===== config.mk =====
export PLATFORM = sky130hd
export DESIGN_NAME = prbs_diag
export DESIGN_NICKNAME = d
export VERILOG_FILES = /design/src/rtl/prbs_diag_pkg.sv /design/src/rtl/prbs_gen.sv /design/src/rtl/prbs_chk.sv /design/src/rtl/prbs_err_cnt.sv /design/src/rtl/prbs_diag.sv
export SDC_FILE = /design/constraint.sdc
export NUM_CORES = 1
export LEC_CHECK = 0
export BUFFER_PORTS_ARGS = -buffer_cell sky130_fd_sc_hd__buf_2
export CAP_MARGIN = 20
export CORE_ASPECT_RATIO = 0.5
export CORE_MARGIN = 3
export CORE_UTILIZATION = 25
export DETAILED_ROUTE_END_ITERATION = 10
export GPL_TIMING_DRIVEN = 0
export PLACE_DENSITY = 0.41
export SLEW_MARGIN = 25
export SYNTH_ARGS = -nofsm -noshare
export SYNTH_HDL_FRONTEND = slang
export SYNTH_SLANG_ARGS = --single-unit

===== constraint.sdc =====
create_clock -name clk -period 4 [get_ports clk]
set_clock_uncertainty 0.2 [all_clocks]
set_input_delay 0 -clock clk [delete_from_list [all_inputs] [get_ports clk]]
set_output_delay 0 -clock clk [all_outputs]
set_load 0.05 [all_outputs]

===== src/rtl/prbs_diag_pkg.sv =====
package prbs_diag_pkg;

  typedef enum logic [1:0] {
    PAT_L7  = 2'd0,
    PAT_L15 = 2'd1,
    PAT_L23 = 2'd2,
    PAT_L31 = 2'd3
  } pat_sel_e;

  localparam int HIST_W = 31;

  // Feedback bit for a history whose bit 0 is the most recent bit.
  function automatic logic lfsr_fb(input logic [HIST_W-1:0] h, input pat_sel_e sel);
    int n;
    int t;
    logic [HIST_W-1:0] m;
    case (sel)
      PAT_L7:  begin n = 7;  t = 6;  end
      PAT_L15: begin n = 15; t = 14; end
      PAT_L23: begin n = 23; t = 18; end
      default: begin n = 31; t = 28; end
    endcase
    m = HIST_W'((32'd1 << n) - 32'd1);
    if ((h & m) == '0) return 1'b1;
    return h[n-1] ^ h[t-1];
  endfunction

endpackage


===== src/rtl/prbs_gen.sv =====
module prbs_gen
  import prbs_diag_pkg::*;
#(
  parameter int W = 32
) (
  input  logic         clk,
  input  logic         rst_n,
  input  logic         en,
  input  pat_sel_e     sel,
  input  logic         inv,
  input  logic         bit_once,
  input  logic         bit_cont,
  input  logic         word_once,
  input  logic         word_cont,
  output logic [W-1:0] data_o
);

  logic [HIST_W-1:0] hist_q, hist_d;
  logic [W-1:0]      data_q, data_d;
  logic              pend_bit_q, pend_bit_d;
  logic              pend_word_q, pend_word_d;

  always_comb begin
    logic [HIST_W-1:0] h;
    logic [W-1:0]      pat;
    logic              fb;
    logic              bit_req;
    logic              word_req;
    h = hist_q;
    pat = '0;
    for (int i = 0; i < W; i++) begin
      fb = lfsr_fb(h, sel);
      pat[W-1-i] = fb;
      h = {h[HIST_W-2:0], fb};
    end
    bit_req  = bit_once | bit_cont | pend_bit_q;
    word_req = word_once | word_cont | pend_word_q;
    pat = pat ^ {W{inv}};
    if (word_req)     pat = ~pat;
    else if (bit_req) pat[0] = ~pat[0];

    hist_d      = hist_q;
    data_d      = '0;
    pend_bit_d  = pend_bit_q | bit_once;
    pend_word_d = pend_word_q | word_once;
    if (en) begin
      hist_d      = h;
      data_d      = pat;
      pend_bit_d  = 1'b0;
      pend_word_d = 1'b0;
    end
  end

  always_ff @(posedge clk or negedge rst_n) begin
    if (!rst_n) begin
      hist_q      <= '1;
      data_q      <= '0;
      pend_bit_q  <= 1'b0;
      pend_word_q <= 1'b0;
    end else begin
      hist_q      <= hist_d;
      data_q      <= data_d;
      pend_bit_q  <= pend_bit_d;
      pend_word_q <= pend_word_d;
    end
  end

  assign data_o = data_q;

endmodule


===== src/rtl/prbs_chk.sv =====
module prbs_chk
  import prbs_diag_pkg::*;
#(
  parameter int W          = 32,
  parameter int LOCK_BITS  = 32,
  parameter int WIN_WORDS  = 16,
  parameter int DROP_WORDS = 8,
  localparam int EW = $clog2(W + 1),
  localparam int RW = $clog2(LOCK_BITS + 1),
  localparam int WW = $clog2(WIN_WORDS),
  localparam int BW = $clog2(DROP_WORDS + 1)
) (
  input  logic          clk,
  input  logic          rst_n,
  input  logic          en,
  input  pat_sel_e      sel,
  input  logic          inv,
  input  logic [W-1:0]  data_i,
  output logic          locked_o,
  output logic [EW-1:0] err_inc_o
);

  logic [HIST_W-1:0] hist_q, hist_d;
  logic [RW-1:0]     run_q, run_d;
  logic              lock_q, lock_d;
  logic [WW-1:0]     win_q, win_d;
  logic [BW-1:0]     bad_q, bad_d;
  logic [EW-1:0]     nerr;

  always_comb begin
    logic [HIST_W-1:0] h;
    logic [RW-1:0]     run;
    logic [BW-1:0]     bad_n;
    logic              rb;
    logic              pb;
    h    = hist_q;
    run  = run_q;
    nerr = '0;
    for (int i = 0; i < W; i++) begin
      rb = data_i[W-1-i] ^ inv;
      pb = lfsr_fb(h, sel);
      if (lock_q) begin
        if (pb != rb) nerr = nerr + EW'(1);
        h = {h[HIST_W-2:0], pb};
      end else begin
        if (pb != rb)                    run = '0;
        else if (run < RW'(LOCK_BITS))   run = run + RW'(1);
        h = {h[HIST_W-2:0], rb};
      end
    end

    hist_d = hist_q;
    run_d  = run_q;
    lock_d = lock_q;
    win_d  = win_q;
    bad_d  = bad_q;
    bad_n  = bad_q + BW'(nerr != '0);
    if (en) begin
      hist_d = h;
      if (lock_q) begin
        if (bad_n >= BW'(DROP_WORDS)) begin
          lock_d = 1'b0;
          win_d  = '0;
          bad_d  = '0;
          run_d  = '0;
        end else if (win_q == WW'(WIN_WORDS - 1)) begin
          win_d = '0;
          bad_d = '0;
        end else begin
          win_d = win_q + WW'(1);
          bad_d = bad_n;
        end
      end else if (run >= RW'(LOCK_BITS)) begin
        lock_d = 1'b1;
        run_d  = '0;
        win_d  = '0;
        bad_d  = '0;
      end else begin
        run_d = run;
      end
    end
  end

  always_ff @(posedge clk or negedge rst_n) begin
    if (!rst_n) begin
      hist_q <= '1;
      run_q  <= '0;
      lock_q <= 1'b0;
      win_q  <= '0;
      bad_q  <= '0;
    end else begin
      hist_q <= hist_d;
      run_q  <= run_d;
      lock_q <= lock_d;
      win_q  <= win_d;
      bad_q  <= bad_d;
    end
  end

  assign locked_o  = lock_q;
  assign err_inc_o = (en && lock_q) ? nerr : '0;

endmodule


===== src/rtl/prbs_err_cnt.sv =====
module prbs_err_cnt #(
  parameter int CNT_W = 32,
  parameter int INC_W = 6
) (
  input  logic             clk,
  input  logic             rst_n,
  input  logic [INC_W-1:0] inc,
  input  logic             clr,
  output logic [CNT_W-1:0] count_o
);

  logic [CNT_W-1:0] cnt_q, cnt_d;
  logic [CNT_W:0]   sum;

  always_comb begin
    sum   = {1'b0, (clr ? {CNT_W{1'b0}} : cnt_q)} + (CNT_W+1)'(inc);
    cnt_d = sum[CNT_W] ? {CNT_W{1'b1}} : sum[CNT_W-1:0];
  end

  always_ff @(posedge clk or negedge rst_n) begin
    if (!rst_n) cnt_q <= '0;
    else        cnt_q <= cnt_d;
  end

  assign count_o = cnt_q;

endmodule


===== src/rtl/prbs_diag.sv =====
module prbs_diag
  import prbs_diag_pkg::*;
#(
  parameter int W     = 32,
  parameter int CNT_W = 32,
  localparam int EW   = $clog2(W + 1)
) (
  input  logic             clk,
  input  logic             rst_n,
  input  logic             tx_en,
  input  logic [1:0]       tx_sel,
  input  logic             tx_inv,
  input  logic             inj_bit_once,
  input  logic             inj_bit_cont,
  input  logic             inj_word_once,
  input  logic             inj_word_cont,
  output logic [W-1:0]     tx_data,
  input  logic             rx_en,
  input  logic [1:0]       rx_sel,
  input  logic             rx_inv,
  input  logic [W-1:0]     rx_data,
  output logic             rx_locked,
  input  logic             err_rd,
  output logic [CNT_W-1:0] err_count
);

  logic [1:0]    rst_pipe_q;
  logic          rst_int_n;
  logic [EW-1:0] err_inc;

  always_ff @(posedge clk or negedge rst_n) begin
    if (!rst_n) rst_pipe_q <= 2'b00;
    else        rst_pipe_q <= {rst_pipe_q[0], 1'b1};
  end
  assign rst_int_n = rst_pipe_q[1];

  prbs_gen #(.W(W)) u_gen (
    .clk       (clk),
    .rst_n     (rst_int_n),
    .en        (tx_en),
    .sel       (pat_sel_e'(tx_sel)),
    .inv       (tx_inv),
    .bit_once  (inj_bit_once),
    .bit_cont  (inj_bit_cont),
    .word_once (inj_word_once),
    .word_cont (inj_word_cont),
    .data_o    (tx_data)
  );

  prbs_chk #(.W(W)) u_chk (
    .clk       (clk),
    .rst_n     (rst_int_n),
    .en        (rx_en),
    .sel       (pat_sel_e'(rx_sel)),
    .inv       (rx_inv),
    .data_i    (rx_data),
    .locked_o  (rx_locked),
    .err_inc_o (err_inc)
  );

  prbs_err_cnt #(.CNT_W(CNT_W), .INC_W(EW)) u_cnt (
    .clk     (clk),
    .rst_n   (rst_int_n),
    .inc     (err_inc),
    .clr     (err_rd),
    .count_o (err_count)
  );

endmodule


## Word-level counts from Yosys, hierarchy flattened

Cells that the tools add are included.

| operators by class | value |
|---|---|
| $add $sub $neg | 72 |
| order comparisons | 38 |
| eq/ne operators | 38 |
| shift-type cells | 2 |
| mux-type cells | 794 |
| bitwise operators | 169 |
| reduce and logical (&&, ||, !) cells | 71 |

Operator list:

| kind | number |
|---|---|
| $and A31 B31 Y31 | 64 |
| $logic_not A31 Y1 | 64 |
| $mux W6 | 163 |
| $bmux W1 S5 | 128 |
| $mux W1 | 488 |
| $add A6 B1 Y6 const B | 63 |
| $lt A6 B6 Y1 const B | 32 |
| $mux W32 | 3 |
| $xor A1 B1 Y1 | 96 |
| $lt A32 B7 Y1 const B | 2 |
| $shl A1 B5 Y31 const A | 2 |
| $sub A31 B1 Y31 const B | 2 |
| $pmux W5 S3 | 4 |
| $add A32 B6 Y33 | 1 |
| $ne A1 B1 Y1 | 32 |
| $not A32 Y32 | 1 |
| $xor A32 B32 Y32 | 1 |
| $mux W31 | 1 |
| $mux W4 | 7 |
| $sub A5 B1 Y6 const B | 4 |
| $lt A6 B7 Y1 const B | 2 |
| $ge A6 B6 Y1 const B | 1 |
| $or A1 B1 Y1 | 6 |
| $reduce_bool A6 Y1 | 1 |
| other kinds (12) | 16 |

| word-level totals | value |
|---|---|
| bits in registers | 145 |
| input port bits | 47 |
| output and inout port bits | 65 |
| word-level logic and storage cells | 1195 |

## Depth between registers and ports, before layout

| depth | value |
|---|---|
| depth in word-level cells | 202 |
| depth in mapped cells | 162 |
| gate-level depth less buffers | 138 |

## Hierarchy

A second synthesis with hierarchy kept.

| unflattened totals | value |
|---|---|
| cell total of the unflattened synthesis | 3634 |
| area, all modules | 26546.7 sq um |

Modules (own cells, without submodules):

| module | times used | cells each | area an instance (sq um) | seq. area each (sq um) |
|---|---|---|---|---|
| prbs_chk | 1 | 2795 | 18903.1 | 1189.9 |
| prbs_gen | 1 | 628 | 5662.9 | 1665.3 |
| prbs_err_cnt | 1 | 208 | 1926.8 | 800.8 |
| prbs_diag | 1 | 3 | 53.8 | 50.0 |

## Worst setup path before layout

OpenSTA, ideal clock, no wires.

| path | value |
|---|---|
| path kind | reg2reg |
| from | register u_chk.lock_q (netlist: u_chk.locked_o) |
| to | register u_chk.run_q[4] |
| library setup time | 0.122 ns |
| arrival time | 30.934 ns |
| data required time | 3.678 ns |
| path slack | -27.256 ns |
| cell stages (with the launch flop) | 159 |
| buffers on the path | 29 |
| period minus slack after synthesis | 31.256 ns |
| path through | dfrtp_1 -> clkbuf_1 -> clkbuf_1 -> buf_1 -> buf_1 -> clkbuf_1 -> clkbuf_1 -> clkbuf_1 -> clkbuf_1 -> buf_1 -> clkbuf_1 -> clkbuf_1 -> buf_1 -> clkbuf_1 -> buf_1 -> clkbuf_1 -> buf_1 -> clkbuf_1 -> [... 123 more ...] -> ha_1 -> mux2i_1 -> o31ai_1 -> ha_1 -> o211a_1 -> or3_1 -> clkbuf_1 -> ha_1 -> nand2_1 -> a21oi_1 -> a31oi_2 -> nand2_1 -> ha_1 -> inv_1 -> a2111oi_0 -> a22oi_1 -> a21oi_1 -> o21ai_1 |

| on the way | value |
|---|---|
| cells in the longest elaborated chain, start to end | 194 |
| elaborated cells on any way between the ends | 661 |
| classes of those cells | add/sub: 63; order compare: 33; eq/ne: 32; mux: 438; bitwise: 62; reduce/logical: 33 |

RTL lines:

| item | line | RTL |
|---|---|---|
| start: declaration | prbs_chk.sv:25 | `logic lock_q, lock_d;` |
| start signal: assignment | prbs_chk.sv:94 | `lock_q <= lock_d;` |
| $mux W1 | prbs_chk.sv:42 | `if (lock_q) begin` |
| $bmux W1 S5 | prbs_diag_pkg.sv:25 | `return h[n-1] ^ h[t-1];` |
| $mux W1 (implied by the code) (2 in a row) | prbs_diag_pkg.sv:25 |  |
| $xor A1 B1 Y1 | prbs_diag_pkg.sv:25 |  |
| $mux W1 | prbs_diag_pkg.sv:25 |  |
| $mux W1 | prbs_chk.sv:42 |  |
| $bmux W1 S5 | prbs_diag_pkg.sv:25 |  |
| $mux W1 (implied by the code) (2 in a row) | prbs_diag_pkg.sv:25 |  |
| [... 176 more ...] | -- |  |
| $ne A1 B1 Y1 | prbs_chk.sv:43, prbs_chk.sv:46 |  |
| $mux W6 | prbs_chk.sv:43 | `if (pb != rb) nerr = nerr + EW'(1);` |
| $mux W6 | prbs_chk.sv:42 |  |
| $reduce_bool A6 Y1 | prbs_chk.sv:57 | `bad_n = bad_q + BW'(nerr != '0);` |
| $add A4 B1 Y4 | prbs_chk.sv:57 |  |
| $ge A4 B4 Y1 | prbs_chk.sv:61 | `if (bad_n >= BW'(DROP_WORDS)) begin` |
| $ne A2 B2 Y1 (no source line) | -- |  |
| $reduce_and A2 Y1 (no source line) | -- |  |
| end signal: assignment | prbs_chk.sv:93 | `run_q <= run_d;` |
| end: declaration | prbs_chk.sv:24 | `logic [RW-1:0] run_q, run_d;` |

Parallel ways exist; a longest one is shown, timed or not. The select of a mux whose other input is x is not followed.
A chain may end at the register's enable or synchronous reset.

## Final worst setup path

| path | value |
|---|---|
| from | register u_chk.lock_q (netlist: u_chk.locked_o) |
| to | register u_chk.run_q[1] |

Same word-level chain as after synthesis.

==> impl_metrics.yaml <==
die:
  effective_utilization_at_floorplan: 0.255
  std_cell_rows: 88
  core_sq_mm: 0.116
  die_h_um: 250
  design.die.area_sq_mm: 0.123
  die_width_um: 493
  floorplan.io_pins: 112
sta:
  timing.final.setup_violations: 129
  max-slew-margin-rel: 0.199
  timing.final.crit_share: 6.91
  grt_setup_unrepaired: "yes"
  timing.setup.tns_ns: -1603.82
  timing.hold.ws_ns: -0.126
  final.min_clock_period_ns: 27.64
  setup_slack_of_the_critical_path_after_layout_ns: -23.64
  fmaxAchievable_mhz: 36.2
  tightestPinTransition_ns: 1.20
  timing_hold_violations_final: 1
  drv_slew: 0
global_routing:
  grt_overflow: 0
  first_global_vias: 33700
  grt_max_degree: 54
  grt_pass1_wl_um: 226000
  global_route.usage.total: 0.236
  number_of_antenna_violations_at_the_first_check_in_global_routing: 5
finish:
  layout.filler_cells: 12600
  syn2layout_area_growth_pct: 31.7
  finish.instance_area_sq_mm: 0.0391
  most_frequent_standard_cell_in_the_layout_excluding_fill_and_tap_cells: "nand2_1"
  register_area_sq_mm: 0.00371
  mostFrequentLayoutCells: "nand2_1, nor2_1, buf_4, a21oi_1, xnor2_1"
  area_occupied_by_multi_input_gates_sq_mm: 0.0271
  post-route-util: 0.335
  num-nets-final: 4726
  final_layout_size_suffix_gt1_frac: 0.259
setup_path:
  rr_worst_depth: 159
  critical-path-slowest-cell: "dfrtp_2"
  critical_path.top_delay_family: "adder cells"
  crit_path_arrival_time_ns: 27.82
  required_ns: 4.18
  r2r_start: "u_chk.locked_o"
  startpoint_type: "flop"
  worst-r2r-setup-slack_ns: -23.64
  cp_max_fo: 10
  end_of_the_worst_register_to_register_path: "u_chk.run_q[1]"
  worstSetupStartpoint: "u_chk.locked_o"
  critPathBufInv: 38
  crit_type: "reg2reg"
  cpMostUsedCell: "clkbuf_16"
  critical-path-max-stage-delay_ns: 0.49
  kind_of_end_point_of_the_critical_path: "flop"
clocking:
  cts_htree_levels: 4
  clk_latency_ns: 0.45
  cts_hold_repair.buffers: 11
  tritoncts: "built"
  cts-buffers-inserted: 17
  cts_root_buffer: "clkbuf_16"
  clk_path_buf_depth: 2
  worst_setup_hold_path_clk_slew_ns: 0.08
  cts_sinks: 145
route:
  wire_per_inst_um: 25.0
  route.final.wire_length_um: 155000
  drt_iter0_markers: 4228
  postRouteAntennaNets: 0
  vias: 36100
  avgViaCountPerCell: 5.83
  detailedRoute.firstPassIterationCount: 6
  drc_errors: 0
placed_design:
  gp_routability_congestion: 0.974
  postPlaceCellArea_sq_mm: 0.0336
  port_buffers: 105
  hpwl_detailed_um: 117000
  pre_cts_ws_ns: -27.71
run:
  total_of_max_cap_violations: 0
hold_path:
  worst_hold_path.endpoint: "u_chk.hist_q[3]"
  min-delay-path-class: "in2reg"
  hold_path_startpoint: "rx_data[3]"
  timing.hold.worst_path_depth: 6
synth:
  postSynth.asyncResetShare: 1.00
  synthesis.yosys.warnings: 0
  synth_enable_flop_cells: 0
  synth_fp_nets: 4301
  synth_cells: 4180
  sequential_element_share_of_the_synthesized_area: 0.125
  synth.ff_latch_count: 145
  post_synth_instance_area_sq_mm: 0.0297
  avgSynthCellArea_sq_um: 7.10
  most_frequently_used_flop_master_after_synthesis: "dfrtp_1"
  synth_cell_types: 134
run_status:
  run_status: "finished with violations"
  violated_checks: "negative hold slack, negative setup slack"
[cell usage after synthesis, drive strengths merged, types with 41 or more instances]
library cell / count / share of area
a211oi: 51 / 0.014
a21oi: 273 / 0.047
a31oi: 91 / 0.020
and2: 118 / 0.025
and3: 45 / 0.0097
buf: 55 / 0.0081
clkbuf: 245 / 0.031
dfrtp: 83 / 0.070
dfstp: 62 / 0.055
ha: 73 / 0.031
inv: 93 / 0.012
mux2: 56 / 0.022
mux2i: 122 / 0.041
mux4: 47 / 0.036
nand2: 474 / 0.060
nand2b: 44 / 0.0093
nand3: 127 / 0.022
nand4: 41 / 0.0086
nor2: 436 / 0.055
nor2b: 48 / 0.010
nor3: 116 / 0.020
o211ai: 63 / 0.016
o21ai: 279 / 0.047
o31ai: 44 / 0.012
or3: 44 / 0.010
xnor2: 237 / 0.070
xor2: 162 / 0.048
[layer usage]
metal | wire [um] | GRT usage | vias up
met5 | 17 | 0 | -
met4 | 5970 | 0.0870 | 2
met2 | 69100 | 0.373 | 1758
met1 | 68200 | 0.327 | 17700
met3 | 11500 | 0.0305 | 340
li1 | - | - | 16300
[area by class of cell]
cell class              count  share of cell area
well taps                1575              0.0504
plain buffers             290              0.0558
inverters                  96              0.0101
diodes                      3            0.000192
multi-input cells        3640               0.694
repair buffers            415              0.0783
clock inverters            15             0.00535
clock buffers              17              0.0109
flip-flops and latches    145              0.0950
[tightest hold or removal path, cell delays in order]
cell	delay (ns)
buf_2	0.10
xor2_1	0.08
nor2_1	0.08
a21oi_1	0.09
nand2_1	0.08
o21ai_0	0.08
[stage by stage]
stage,hold WS (ns),instances
after detailed placement,-0.412,5865
after floorplan,-0.496,4180
after global placement,-0.415,5860
after CTS,-0.142,5998
after global routing,-0.0442,6195
final,-0.126,6196
[cell families (layout without fill, tap and decap cells)]
family | after synthesis | in the layout | synth area share
xor+xnor | 399 | 399 | 0.118
fa+ha+maj | 74 | 74 | 0.0315
compound gates | 1257 | 1258 | 0.295
flops | 145 | 145 | 0.125
buf+inv | 396 | 833 | 0.0513
simple gates | 1683 | 1683 | 0.281
other cells | 1 | 4 | 0.000126
mux | 225 | 225 | 0.0985
[how the worst max path moves through the flow]
stage	endpoint	slack, ns	cells after the start
finish	u_chk.run_q[1]	-23.64	159
global route	u_chk.run_q[1]	-24.72	157
CTS	u_chk.run_q[4]	-24.11	163
detailed placement	u_chk.run_q[1]	-27.71	146
global placement	u_chk.run_q[4]	-27.77	147
floorplan	u_chk.bad_q[2]	-22.36	159
[timing repair]
| action | 4_1_cts | 5_1_grt |
|---|---|---|
| setup endpoints to repair | 136 | 136 |
| gates resized for setup | 199 | 323 |
| setup buffers | 89 | 205 |
| gates cloned | 1 | 2 |
| pin swaps | 93 | 162 |
| endpoints found under the hold margin | 13 | 1 |
[sequential cells by signal, indices dropped and copies added, names as in the netlist, 2 cells and up]
name	flops
u_cnt.count_o	32
u_chk.run_q	6
u_chk.bad_q	4
u_gen.data_o	32
u_chk.hist_q	31
u_gen.hist_q	31
u_chk.win_q	4
rst_pipe_q	2
Power is not shown: default switching activity piles up to over one toggle a cycle in this logic, so the estimate is an artifact.
